<file path="src/rtl/ifq_pkg.sv">
package ifq_pkg;

    localparam int BYTE_W = 8;
    localparam int WORD_W = 16;

    typedef enum logic [1:0] {
        BUS_IDLE  = 2'd0,
        BUS_FETCH = 2'd1,
        BUS_DATA  = 2'd2,
        BUS_DONE  = 2'd3
    } bus_state_e;

    // Bytes to append to the queue in one clock; b0 goes in first.
    typedef struct packed {
        logic [1:0]        n;
        logic [BYTE_W-1:0] b0;
        logic [BYTE_W-1:0] b1;
    } enq_t;

    // Select the byte lanes of a landed fetch word.
    function automatic enq_t lane_pick(input logic [WORD_W-1:0] word,
                                       input logic odd_start,
                                       input logic keep);
        enq_t e;
        e.b1 = word[WORD_W-1:BYTE_W];
        e.b0 = odd_start ? word[WORD_W-1:BYTE_W] : word[BYTE_W-1:0];
        if (!keep)
            e.n = 2'd0;
        else if (odd_start)
            e.n = 2'd1;
        else
            e.n = 2'd2;
        return e;
    endfunction

endpackage

</file>
<file path="src/rtl/ifq_bytefifo.sv">
module ifq_bytefifo
    import ifq_pkg::*;
#(
    parameter int DEPTH = 6,
    localparam int PTR_W = (DEPTH > 1) ? $clog2(DEPTH) : 1,
    localparam int CNT_W = $clog2(DEPTH + 1)
) (
    input  logic              clk,
    input  logic              rst,
    input  logic              clear,
    input  enq_t              enq,
    input  logic              pop_req,
    output logic              pop_valid,
    output logic [BYTE_W-1:0] pop_byte,
    output logic [CNT_W-1:0]  count
);

    logic [BYTE_W-1:0] slot_q [DEPTH];
    logic [PTR_W-1:0]  rd_q;
    logic [PTR_W-1:0]  wr_q;
    logic [CNT_W-1:0]  cnt_q;
    logic              pop_fire;

    function automatic logic [PTR_W-1:0] step(input logic [PTR_W-1:0] p,
                                              input logic [1:0] k);
        int unsigned s;
        s = {{(32-PTR_W){1'b0}}, p} + {30'd0, k};
        if (s >= DEPTH)
            s = s - DEPTH;
        return s[PTR_W-1:0];
    endfunction

    assign pop_fire  = pop_req && (cnt_q != '0);
    assign pop_valid = (cnt_q != '0);
    assign pop_byte  = slot_q[rd_q];
    assign count     = cnt_q;

    always_ff @(posedge clk) begin
        if (rst || clear) begin
            rd_q  <= '0;
            wr_q  <= '0;
            cnt_q <= '0;
        end else begin
            wr_q  <= step(wr_q, enq.n);
            rd_q  <= pop_fire ? step(rd_q, 2'd1) : rd_q;
            cnt_q <= cnt_q + CNT_W'(enq.n) - CNT_W'(pop_fire);
        end
    end

    // Storage needs no reset: occupancy alone says which slots are live.
    always_ff @(posedge clk) begin
        if (!rst && !clear) begin
            if (enq.n != 2'd0)
                slot_q[wr_q] <= enq.b0;
            if (enq.n == 2'd2)
                slot_q[step(wr_q, 2'd1)] <= enq.b1;
        end
    end

    AST_NO_OVERFLOW: assert property (@(posedge clk) disable iff (rst)
        (!clear && enq.n != 2'd0) |->
            ((32'(cnt_q) + 32'(enq.n) - 32'(pop_fire)) <= DEPTH));

    AST_CLEAR_EMPTY: assert property (@(posedge clk) disable iff (rst)
        clear |=> !pop_valid);

    AST_EMPTY_POP: assert property (@(posedge clk) disable iff (rst)
        (!pop_valid && pop_req && enq.n == 2'd0 && !clear) |=> !pop_valid);

endmodule

</file>
<file path="src/rtl/ifq_busarb.sv">
module ifq_busarb
    import ifq_pkg::*;
#(
    parameter int ADDR_W     = 20,
    parameter int DEPTH      = 6,
    parameter int REFILL_MIN = 2,
    localparam int CNT_W     = $clog2(DEPTH + 1)
) (
    input  logic              clk,
    input  logic              rst,
    input  logic              flush,
    input  logic [ADDR_W-1:0] flush_addr,
    input  logic [CNT_W-1:0]  q_count,
    input  logic              ex_req,
    input  logic              ex_we,
    input  logic [ADDR_W-1:0] ex_addr,
    input  logic [WORD_W-1:0] ex_wdata,
    output logic [WORD_W-1:0] ex_rdata,
    output logic              ex_done,
    output logic              pf_keep,
    output logic              pf_odd,
    output logic              mem_req,
    output logic              mem_we,
    output logic [ADDR_W-1:0] mem_addr,
    output logic [WORD_W-1:0] mem_wdata,
    input  logic [WORD_W-1:0] mem_rdata,
    input  logic              mem_ack
);

    bus_state_e        st_q;
    logic [ADDR_W-1:0] fa_q;
    logic [ADDR_W-1:0] baddr_q;
    logic              bwe_q;
    logic [WORD_W-1:0] bwd_q;
    logic [WORD_W-1:0] rd_q;
    logic              drop_q;
    logic              odd_q;
    logic [CNT_W-1:0]  free;
    logic              room;
    logic              fetch_land;

    assign free       = CNT_W'(DEPTH) - q_count;
    assign room       = (free >= CNT_W'(REFILL_MIN));
    assign fetch_land = (st_q == BUS_FETCH) && mem_ack;

    always_ff @(posedge clk) begin
        if (rst) begin
            st_q    <= BUS_IDLE;
            fa_q    <= '0;
            baddr_q <= '0;
            bwe_q   <= 1'b0;
            bwd_q   <= '0;
            rd_q    <= '0;
            drop_q  <= 1'b0;
            odd_q   <= 1'b0;
        end else begin
            case (st_q)
                BUS_IDLE: begin
                    if (ex_req) begin
                        st_q    <= BUS_DATA;
                        baddr_q <= ex_addr;
                        bwe_q   <= ex_we;
                        bwd_q   <= ex_wdata;
                    end else if (room && !flush) begin
                        st_q    <= BUS_FETCH;
                        baddr_q <= {fa_q[ADDR_W-1:1], 1'b0};
                        odd_q   <= fa_q[0];
                        bwe_q   <= 1'b0;
                        drop_q  <= 1'b0;
                    end
                end
                BUS_FETCH: begin
                    if (mem_ack) begin
                        st_q <= BUS_IDLE;
                        if (!drop_q && !flush)
                            fa_q <= baddr_q + ADDR_W'(2);
                    end else if (flush) begin
                        drop_q <= 1'b1;
                    end
                end
                BUS_DATA: begin
                    if (mem_ack) begin
                        st_q <= BUS_DONE;
                        rd_q <= mem_rdata;
                    end
                end
                BUS_DONE: st_q <= BUS_IDLE;
                default:  st_q <= BUS_IDLE;
            endcase
            if (flush)
                fa_q <= flush_addr;
        end
    end

    assign pf_keep   = fetch_land && !drop_q && !flush;
    assign pf_odd    = odd_q;
    assign mem_req   = (st_q == BUS_FETCH) || (st_q == BUS_DATA);
    assign mem_we    = (st_q == BUS_DATA) && bwe_q;
    assign mem_addr  = baddr_q;
    assign mem_wdata = bwd_q;
    assign ex_done   = (st_q == BUS_DONE);
    assign ex_rdata  = rd_q;

    AST_FETCH_ROOM: assert property (@(posedge clk) disable iff (rst)
        (st_q == BUS_FETCH && $past(st_q) == BUS_IDLE) |-> ($past(room) && !$past(flush)));

    AST_EX_FIRST: assert property (@(posedge clk) disable iff (rst)
        (st_q == BUS_IDLE && ex_req) |=> (st_q == BUS_DATA));

    AST_FETCH_FINISH: assert property (@(posedge clk) disable iff (rst)
        (st_q == BUS_FETCH && !mem_ack) |=> (st_q == BUS_FETCH));

    AST_DONE_PULSE: assert property (@(posedge clk) disable iff (rst)
        ex_done |=> !ex_done);

    AST_BUS_HOLD: assert property (@(posedge clk) disable iff (rst)
        (mem_req && !mem_ack) |=> (mem_req && $stable(mem_addr) && $stable(mem_we)));

    AST_BUS_RELEASE: assert property (@(posedge clk) disable iff (rst)
        (mem_req && mem_ack) |=> !mem_req);

    AST_EVEN_FETCH: assert property (@(posedge clk) disable iff (rst)
        (st_q == BUS_FETCH) |-> !mem_addr[0]);

endmodule

</file>
<file path="src/rtl/ifq_busfront.sv">
module ifq_busfront
    import ifq_pkg::*;
#(
    parameter int ADDR_W     = 20,
    parameter int DEPTH      = 6,
    parameter int REFILL_MIN = 2,
    localparam int CNT_W     = $clog2(DEPTH + 1)
) (
    input  logic              clk,
    input  logic              rst,
    input  logic              flush,
    input  logic [ADDR_W-1:0] flush_addr,
    input  logic              pop_take,
    output logic              pop_valid,
    output logic [7:0]        pop_data,
    input  logic              ex_req,
    input  logic              ex_we,
    input  logic [ADDR_W-1:0] ex_addr,
    input  logic [15:0]       ex_wdata,
    output logic [15:0]       ex_rdata,
    output logic              ex_done,
    output logic              mem_req,
    output logic              mem_we,
    output logic [ADDR_W-1:0] mem_addr,
    output logic [15:0]       mem_wdata,
    input  logic [15:0]       mem_rdata,
    input  logic              mem_ack
);

    logic [CNT_W-1:0] q_count;
    logic             pf_keep;
    logic             pf_odd;
    enq_t             enq;

    assign enq = lane_pick(mem_rdata, pf_odd, pf_keep);

    ifq_busarb #(
        .ADDR_W     (ADDR_W),
        .DEPTH      (DEPTH),
        .REFILL_MIN (REFILL_MIN)
    ) u_arb (
        .clk        (clk),
        .rst        (rst),
        .flush      (flush),
        .flush_addr (flush_addr),
        .q_count    (q_count),
        .ex_req     (ex_req),
        .ex_we      (ex_we),
        .ex_addr    (ex_addr),
        .ex_wdata   (ex_wdata),
        .ex_rdata   (ex_rdata),
        .ex_done    (ex_done),
        .pf_keep    (pf_keep),
        .pf_odd     (pf_odd),
        .mem_req    (mem_req),
        .mem_we     (mem_we),
        .mem_addr   (mem_addr),
        .mem_wdata  (mem_wdata),
        .mem_rdata  (mem_rdata),
        .mem_ack    (mem_ack)
    );

    ifq_bytefifo #(
        .DEPTH (DEPTH)
    ) u_fifo (
        .clk       (clk),
        .rst       (rst),
        .clear     (flush),
        .enq       (enq),
        .pop_req   (pop_take),
        .pop_valid (pop_valid),
        .pop_byte  (pop_data),
        .count     (q_count)
    );

    AST_RESET_IDLE: assert property (@(posedge clk)
        $past(rst) |-> (!mem_req && !pop_valid && !ex_done));

endmodule

</file>
<file path="config.mk">
export PLATFORM = sky130hd
export DESIGN_NAME = ifq_busfront
export DESIGN_NICKNAME = d
export VERILOG_FILES = /design/src/rtl/ifq_pkg.sv /design/src/rtl/ifq_bytefifo.sv /design/src/rtl/ifq_busarb.sv /design/src/rtl/ifq_busfront.sv
export SDC_FILE = /design/constraint.sdc
export NUM_CORES = 1
export LEC_CHECK = 0
export ABC_AREA = 1
export BUFFER_PORTS_ARGS = -buffer_cell sky130_fd_sc_hd__buf_4
export CORE_MARGIN = 2
export CORE_UTILIZATION = 30
export CTS_CLUSTER_SIZE = 30
export DETAILED_ROUTE_END_ITERATION = 8
export PLACE_DENSITY = 0.47
export SLEW_MARGIN = 20
export SYNTH_ARGS = -nofsm -noshare
export SYNTH_HDL_FRONTEND = slang
export SYNTH_SLANG_ARGS = --single-unit
</file>
<file path="constraint.sdc">
create_clock -name clk -period 3.34 [get_ports clk]
set_clock_uncertainty 0.1 [all_clocks]
set_input_delay 0.167 -clock clk [delete_from_list [all_inputs] [get_ports clk]]
set_output_delay 0.167 -clock clk [all_outputs]
set_load 0.01 [all_outputs]
</file>
=== Word-level counts from Yosys, hierarchy flattened ===
Memory sizes are Yosys's and may differ from the RTL's. A register that Yosys moved wholly into a read port is not among the register bits.
Cells that the tools add are included.
Widths: inputs -> output; s select.

* Div/mod/pow operators: 0
* Multiply operators: 0
* Mux-type cells: 33
* Shift-type cells: 0
* Bitwise gates (word level): 1
* Reduce and logical (&&, ||, !) cells: 28
* $lt $le $gt $ge: 4
* Equality and inequality tests: 11
* Add/sub/neg operators: 10

{| class="wikitable"
|+ Operator list
! operator !! number
|-
| $mux 20 || 6
|-
| $mux 3 || 7
|-
| $add 20x2->20 const B || 1
|-
| $ge 4x3->1 const B || 3
|-
| $mux 2 || 6
|-
| $reduce_bool 2->1 || 6
|-
| $mux 1 || 11
|-
| $ne 2x2->1 const B || 5
|-
| $reduce_and 3->1 || 3
|-
| $sub 3x3->3 const B || 3
|-
| $add 3x1->4 const B || 2
|-
| $logic_and 1x1->1 || 8
|-
| $mux 8 || 1
|-
| $pmux 2 s4 || 1
|-
| $eq 2x2->1 const B || 3
|-
| $reduce_and 2->1 || 3
|-
| $reduce_and 5->1 || 1
|-
| $add 3x2->4 || 1
|-
| $add 3x2->3 || 1
|-
| $ge 3x2->1 const B || 1
|-
| $logic_not 1->1 || 3
|-
| $ne 3x2->1 const B || 1
|-
| $reduce_bool 3->1 || 1
|-
| $sub 3x1->3 || 1
|-
| other kinds (7) || 8
|}

* Bits in latches: 0
* ROM bits: 0
* Register bits: 86
* Word-level logic and storage cells: 99
* Memory bits (writable): 48
* Memories kept: 1

{| class="wikitable"
|+ Memory list
! name !! depth !! width !! read ports !! clocked after memory_dff !! wr ports !! RTL line !! RTL
|-
| u_fifo.slot_q || 6 || 8 || 1 || 1 || 2 || ifq_bytefifo.sv:18 || <nowiki>logic [BYTE_W-1:0] slot_q [DEPTH];</nowiki>
|}

=== Depth between registers and ports, before layout ===
Gate-level depths: netlist (run 1).

* Depth in word-level cells: 9
* Depth in mapped cells: 13
* Gate-level depth less buffers: 13

=== Modules after synthesis ===
A second synthesis (run 1) with hierarchy kept.

* Cell total of the unflattened synthesis: 974
* Area total of the unflattened synthesis: 7315.8 um2

{| class="wikitable"
|+ Modules (own cells, without submodules)
! module !! cells each !! seq. area each (um2) !! times used !! area an instance (um2)
|-
| ifq_busarb || 533 || 1541.5 || 1 || 3711.1
|-
| ifq_bytefifo || 411 || 1681.6 || 1 || 3488.3
|-
| ifq_busfront || 30 || 0.0 || 1 || 116.4
|}

=== Least setup slack after synthesis (run 1) ===
OpenSTA, ideal clock, no wires.

* Path kind: register to register
* Start: reg u_arb.st_q[1]
* End: reg u_fifo.cnt_q[2], in the netlist u_fifo.count[2]
* Required time: 3120 ps
* Cell stages (with the launch flop): 13
* Path buffers: 0
* Setup slack: 680 ps
* Arrival: 2440 ps
* Clock period less this slack: 2660 ps
* Path through: dfxtp_1 > inv_1 > ha_1 > nand3_1 > nor2_1 > inv_1 > nor2_1 > inv_1 > ha_1 > fa_1 > xor2_1 > o21ai_0 > a21oi_1

* Longest elaborated chain between the ends: 7

{| class="wikitable"
|+ Ends and longest elaborated chain
! element !! RTL line !! RTL
|-
| start: declaration || ifq_busarb.sv:30 || <nowiki>bus_state_e st_q;</nowiki>
|-
| start signal: assignment || ifq_busarb.sv:48 || <nowiki>st_q <= BUS_IDLE;</nowiki>
|-
| start signal: assignment || ifq_busarb.sv:60 || <nowiki>st_q <= BUS_DATA;</nowiki>
|-
| start signal: assignment || ifq_busarb.sv:65 || <nowiki>st_q <= BUS_FETCH;</nowiki>
|-
| $eq 2x1->1 || ifq_busarb.sv:44 || <nowiki>assign fetch_land = (st_q == BUS_FETCH) && mem_ack;</nowiki>
|-
| $logic_and 1x1->1 || ifq_busarb.sv:44 ||
|-
| $logic_and 1x1->1 (2 in a row) || ifq_busarb.sv:95 || <nowiki>assign pf_keep = fetch_land && !drop_q && !flush;</nowiki>
|-
| $mux 2 || ifq_pkg.sv:27 || <nowiki>if (!keep)</nowiki>
|-
| $add 3x2->3 || ifq_bytefifo.sv:46 || <nowiki>cnt_q <= cnt_q + CNT_W'(enq.n) - CNT_W'(pop_fire);</nowiki>
|-
| $sub 3x1->3 || ifq_bytefifo.sv:46 ||
|-
| end signal: assignment || ifq_bytefifo.sv:46 ||
|-
| end: declaration || ifq_bytefifo.sv:21 || <nowiki>logic [CNT_W-1:0] cnt_q;</nowiki>
|}

Every way passes these cells.
A chain may end at the register's enable or synchronous reset.

=== Worst setup path after layout (run 1) ===
Same ends and word-level chain as after synthesis.

==> flow_summary.json, run 1 <==
{
  "clock_latency_ns": 0.43,
  "first_pass_iters": 5,
  "syn_area_mm2": 0.00723,
  "cts_num_sinks": 137,
  "drt_wl_total_um": 22500,
  "fill_cells": 2468,
  "worstPathRequired_ns": 3.55,
  "numPortBuffers": 142,
  "rsz0062_at_grt": "false",
  "start_kind": "flop",
  "leakagePower_nw": 4.29,
  "worstSetupEndpointType": "flop",
  "path_delay_family": "adder cells",
  "syn_inst": 956,
  "cp_max_fo": 5,
  "synth-seq-cells": 137,
  "grt.overflow.total": 0,
  "maxCapViolations": 0,
  "worst_ep_arrival_time_ns": 3.18,
  "yosysSeqAreaShare": 0.446,
  "yosysWarnings": 0,
  "period_minus_slack_ns": 2.97,
  "power_density_mw_per_mm2": 602,
  "cts_tree": "done",
  "power.share.sequential": 0.370,
  "critPathMostFrequentCell": "inv_1",
  "final_common_cell": "nand2_1",
  "die_h_um": 159,
  "violations": "negative hold slack",
  "ant_nets": 0,
  "hold_class": "in2reg",
  "dpl.hpwl_um": 16000,
  "fin_nets": 1236,
  "vias": 6899,
  "post_cts_resized": 0,
  "worst-slew-pin-transition_ns": 0.943,
  "cts-root-buf": "clkbuf_16",
  "cts_htree_levels": 4,
  "fin_crit_sh": 0.890,
  "synth_top_area_frac": 0.246,
  "p_switching_mw": 1.91,
  "fin_area_mm2": 0.00975,
  "diodes": 0,
  "ys_top_cells_by_area": "dfxtp_1 (25%), edfxtp_1 (20%), nand2_1 (14%)",
  "design.core.area_mm2": 0.0235,
  "finalMaxSlewViolations": 0,
  "max_stage_delay_ns": 0.44,
  "hold_viol": 1,
  "path_buf_inv": 3,
  "cts_buffer_depth": 2,
  "dieArea_mm2": 0.0254,
  "rows": 56,
  "grt_pass1_vias": 6722,
  "p_int_mw": 3.96,
  "tns_ns": 0,
  "critPathSlowestCell": "fa_1",
  "synth_edf_count": 48,
  "drc": 0,
  "vdd_drop_max_v": 0.000333,
  "cts-buffers-inserted": 17,
  "hold_ws_ns": -0.00127,
  "post_cts_buffers": 0,
  "final_cell_mix": "nand2_1 (264), buf_4 (156), nor2_1 (152), o21ai_0 (98), dfxtp_1 (89)",
  "antenna_found_initial": 0,
  "start_util": 0.307,
  "die_w_um": 159,
  "slew_headroom": 0.365,
  "ioPinCount": 143,
  "drtIter0Drc": 403,
  "pre_cts_ws_ns": 0.344,
  "synth-main-ff-cell": "dfxtp_1",
  "grt_start_max_net_pins": 33,
  "routabilityCongestion": 0.842,
  "drive_gt1_frac": 0.198,
  "area_growth_pct": 34.8,
  "grt_pass1_wl_um": 36100,
  "crit_chain": "inv_1, ha_1, nand3_1, nor2_1, inv_1, nor2_1, inv_1, ha_1, fa_1, xor2_1, o21ai_0, a21oi_1",
  "yosys.area.top_type": "dfxtp_1",
  "synthDistinctLibCells": 40,
  "grtUsageTotal": 0.178,
  "outcome": "complete, but fails checks",
  "synth-async-reset-ratio": 0,
  "setup_slack_ns": 0.366,
  "fmax_mhz": 336,
  "fin_total_pwr_mw": 5.87,
  "fin_util": 0.414,
  "avgSynthCellArea_um2": 7.57,
  "setup_viol_count_final": 0,
  "clkPwrFrac": 0.365,
  "comb_power_share": 0.264,
  "critPathKind": "reg2reg",
  "path_clk_slew_ns": 0.06,
  "synth_nets": 1054,
  "switching_share": 0.325,
  "wire_per_inst_um": 15.3,
  "detailed_place.area_mm2": 0.00858,
  "vias_per_cell": 4.69
}
-- power groups by stage --
| stage | Clock [mW] | Sequential [mW] | Combinational (mW) |
|---|---|---|---|
| final | 2.15 | 2.17 | 1.55 |
| after global routing | 2.26 | 2.21 | 1.76 |
| after CTS | 2.20 | 2.17 | 1.57 |
| after detailed placement | 0 | 2.21 | 1.52 |
| after global placement | 0 | 2.21 | 1.52 |
| after floorplan | 0 | 2.22 | 0.799 |
-- metal layers --
layer,share of wire,up-vias,track usage
met5,0,-,0
met2,0.48,197,0.302
met1,0.45,3124,0.226
li1,-,3545,-
met4,0.018,0,0.0550
met3,0.051,33,0.0406
-- cell usage after synthesis, types with 17 or more instances --
library cell,n
o21ai_2,17
nand3_1,26
edfxtp_1,48
ha_1,17
a21oi_1,38
nand4_1,37
o21ai_0,101
nand2_1,264
clkbuf_1,31
inv_1,55
nor2_1,152
dfxtp_1,89
-- worst register-to-register path: stages, from the launching register on --
cell     delay (ns)
dfxtp_1        0.32
inv_1          0.13
ha_1           0.25
nand3_1        0.24
nor2_1         0.25
inv_1          0.14
nor2_1         0.25
inv_1          0.08
ha_1           0.30
fa_1           0.44
xor2_1         0.16
o21ai_0        0.14
a21oi_1        0.05
-- final timing paths --
path,start,endpoint,slack [ns],cells after the start
max,u_arb.st_q[1],u_fifo.count[2],0.37,12
min,ex_addr[8],u_arb.mem_addr[8],-0.001,5
max reg2reg,u_arb.st_q[1],u_fifo.count[2],0.37,12
min reg2reg,u_arb.drop_q,u_arb.drop_q,0.36,2
-- cell type report --
class                   instances  area, um^2  share of cell area
multi-input cells             710        3540               0.363
inverters                      65         244              0.0250
well taps                     319         399              0.0409
repair buffers                207        1680               0.172
clock inverters                15         234              0.0240
flip-flops and latches        137        3220               0.331
clock buffers                  17         425              0.0436
-- per-stage QoR --
| stage | cells | hold WS [ns] |
|---|---|---|
| after floorplan | 956 | 0.216 |
| after global placement | 1387 | 0.321 |
| after detailed placement | 1387 | 0.326 |
| after CTS | 1470 | 0.000664 |
| after global routing | 1470 | 0.0190 |
| final | 1470 | -0.00127 |
-- registers in the layout, indices dropped and copies added, names as in the netlist, named ones only --
signal / cells
u_fifo.slot_q: 48
u_arb.fa_q: 20
u_arb.mem_addr: 20
u_arb.ex_rdata: 16
u_arb.mem_wdata: 16
u_fifo.count: 3
u_fifo.rd_q: 3
u_fifo.wr_q: 3
u_arb.st_q: 2
u_arb.bwe_q: 1
u_arb.drop_q: 1
u_arb.pf_odd: 1
-- logic make-up after synthesis --
group / count (synthesis) / share of synthesized area
AOI/OAI and AO/OA: 187 / 0.149
xor gates and xnor gates: 8 / 0.0123
adders and majority gates: 19 / 0.0349
buffers and inverters: 109 / 0.0645
DFF: 137 / 0.446
and+or+nand+nor: 496 / 0.293
-- what timing repair did --
item / CTS / global route
endpoints found under the setup margin: 0 / 0
endpoints found under the hold margin: 51 / 0
hold buffers: 51 / 0
No activity file was read; power rests on OpenSTA's default activity.
==> inputs of run 2 (changes only) <==
Settings changed: CORE_MARGIN 2 to 10.
==> flow_summary.json, run 2 (synthesis gave the netlist of run 1 again) <==
{
  "die_h_um": 175,
  "worstSetupEndpointType": "flop",
  "ant_nets": 0,
  "finalMaxSlewViolations": 0,
  "post_cts_resized": 0,
  "cp_max_fo": 5,
  "start_kind": "flop",
  "cts_htree_levels": 4,
  "setup_slack_ns": 0.421,
  "fin_total_pwr_mw": 5.66,
  "drtIter0Drc": 319,
  "vdd_drop_max_v": 0.000319,
  "die_w_um": 175,
  "final_cell_mix": "nand2_1 (264), buf_4 (160), nor2_1 (152), o21ai_0 (100), dfxtp_1 (89)",
  "cts-buffers-inserted": 17,
  "holdBufCountCts": 53,
  "worstPathRequired_ns": 3.55,
  "largest_reg_flops": 48,
  "drive_gt1_frac": 0.201,
  "outcome": "finished clean",
  "critPathKind": "reg2reg",
  "routabilityCongestion": 0.854,
  "slew_headroom": 0.357,
  "drt_wl_total_um": 23200,
  "grt.overflow.total": 0,
  "grtUsageTotal": 0.152,
  "first_pass_iters": 5,
  "grt_pass1_vias": 6997,
  "wire_per_inst_um": 15.7,
  "fin_crit_sh": 0.874,
  "leakagePower_nw": 4.29,
  "grt_pass1_wl_um": 37800,
  "hold_class": "in2reg",
  "diodes": 0,
  "maxCapViolations": 0,
  "cts_num_sinks": 137,
  "clkPwrFrac": 0.340,
  "fin_area_mm2": 0.00974,
  "rsz0062_at_grt": "false",
  "period_minus_slack_ns": 2.92,
  "fin_cells": 1476,
  "pre_cts_ws_ns": 0.399,
  "fill_cells": 2445,
  "p_int_mw": 3.77,
  "regMostFlops": "u_fifo.slot_q",
  "rows": 56,
  "cts-root-buf": "clkbuf_16",
  "ioPinCount": 143,
  "vias": 6876,
  "final_common_cell": "nand2_1",
  "p_switching_mw": 1.89,
  "start_util": 0.306,
  "worst_ep_arrival_time_ns": 3.13,
  "area_growth_pct": 34.7,
  "antenna_found_initial": 0,
  "power_density_mw_per_mm2": 581,
  "post_cts_buffers": 0,
  "dieArea_mm2": 0.0307,
  "dpl.hpwl_um": 17200,
  "reg2reg_slack_ns": 0.42,
  "fin_nets": 1242,
  "comb_power_share": 0.277,
  "hold_ws_ns": 0.0220,
  "hold_viol": 0,
  "worst-slew-pin-transition_ns": 0.963,
  "design.core.area_mm2": 0.0236,
  "setup_viol_count_final": 0,
  "drc": 0,
  "clock_latency_ns": 0.43,
  "path_clk_slew_ns": 0.06,
  "cts_tree": "done",
  "fin_util": 0.413,
  "detailed_place.area_mm2": 0.00861,
  "switching_share": 0.334,
  "cts_buffer_depth": 2,
  "place_inst": 1391,
  "vias_per_cell": 4.66,
  "grt_start_max_net_pins": 36,
  "numPortBuffers": 142,
  "tns_ns": 0,
  "fmax_mhz": 343,
  "power.share.sequential": 0.383
}
## run 2: final timing paths
path,start,end,cells after the start
max,u_arb.st_q[1],u_fifo.count[2],12
min,ex_addr[3],u_arb.mem_addr[3],5
max reg2reg,u_arb.st_q[1],u_fifo.count[2],12
min reg2reg,u_arb.drop_q,u_arb.drop_q,2
## run 2: area by class of cell
class,count,area (um^2),share of cell area
clock buffer,21,493,0.0506
clock inverter,11,106,0.0109
inverter,65,244,0.0250
multi-input combinational,710,3540,0.364
sequential,137,3220,0.331
tap,319,399,0.0410
timing repair buffer,213,1730,0.178
## run 2: power groups by stage
stage	registers, mW	logic, mW	clock network [mW]
6_report	2.17	1.57	1.92
5_1_grt	2.21	1.78	2.03
4_1_cts	2.17	1.60	1.96
3_5_place_dp	2.20	1.54	0
3_3_place_gp	2.20	1.54	0
2_1_floorplan	2.22	0.799	0
## run 2: metal layers
layer / vias up / global-route usage / share of wire
met5: - / 0 / 0
met2: 163 / 0.264 / 0.51
met4: 0 / 0.0413 / 0.013
met1: 3125 / 0.179 / 0.43
met3: 28 / 0.0444 / 0.054
li1: 3560 / - / -
## run 2: worst max-delay path: stages, from the launching register on
cell and delay, ns:
dfxtp_1 0.33, inv_1 0.12, ha_1 0.24, nand3_1 0.25, nor2_1 0.25, inv_1 0.14, nor2_1 0.23, inv_1 0.08
ha_1 0.30, fa_1 0.43, xor2_1 0.16, o21ai_0 0.14, a21oi_1 0.05
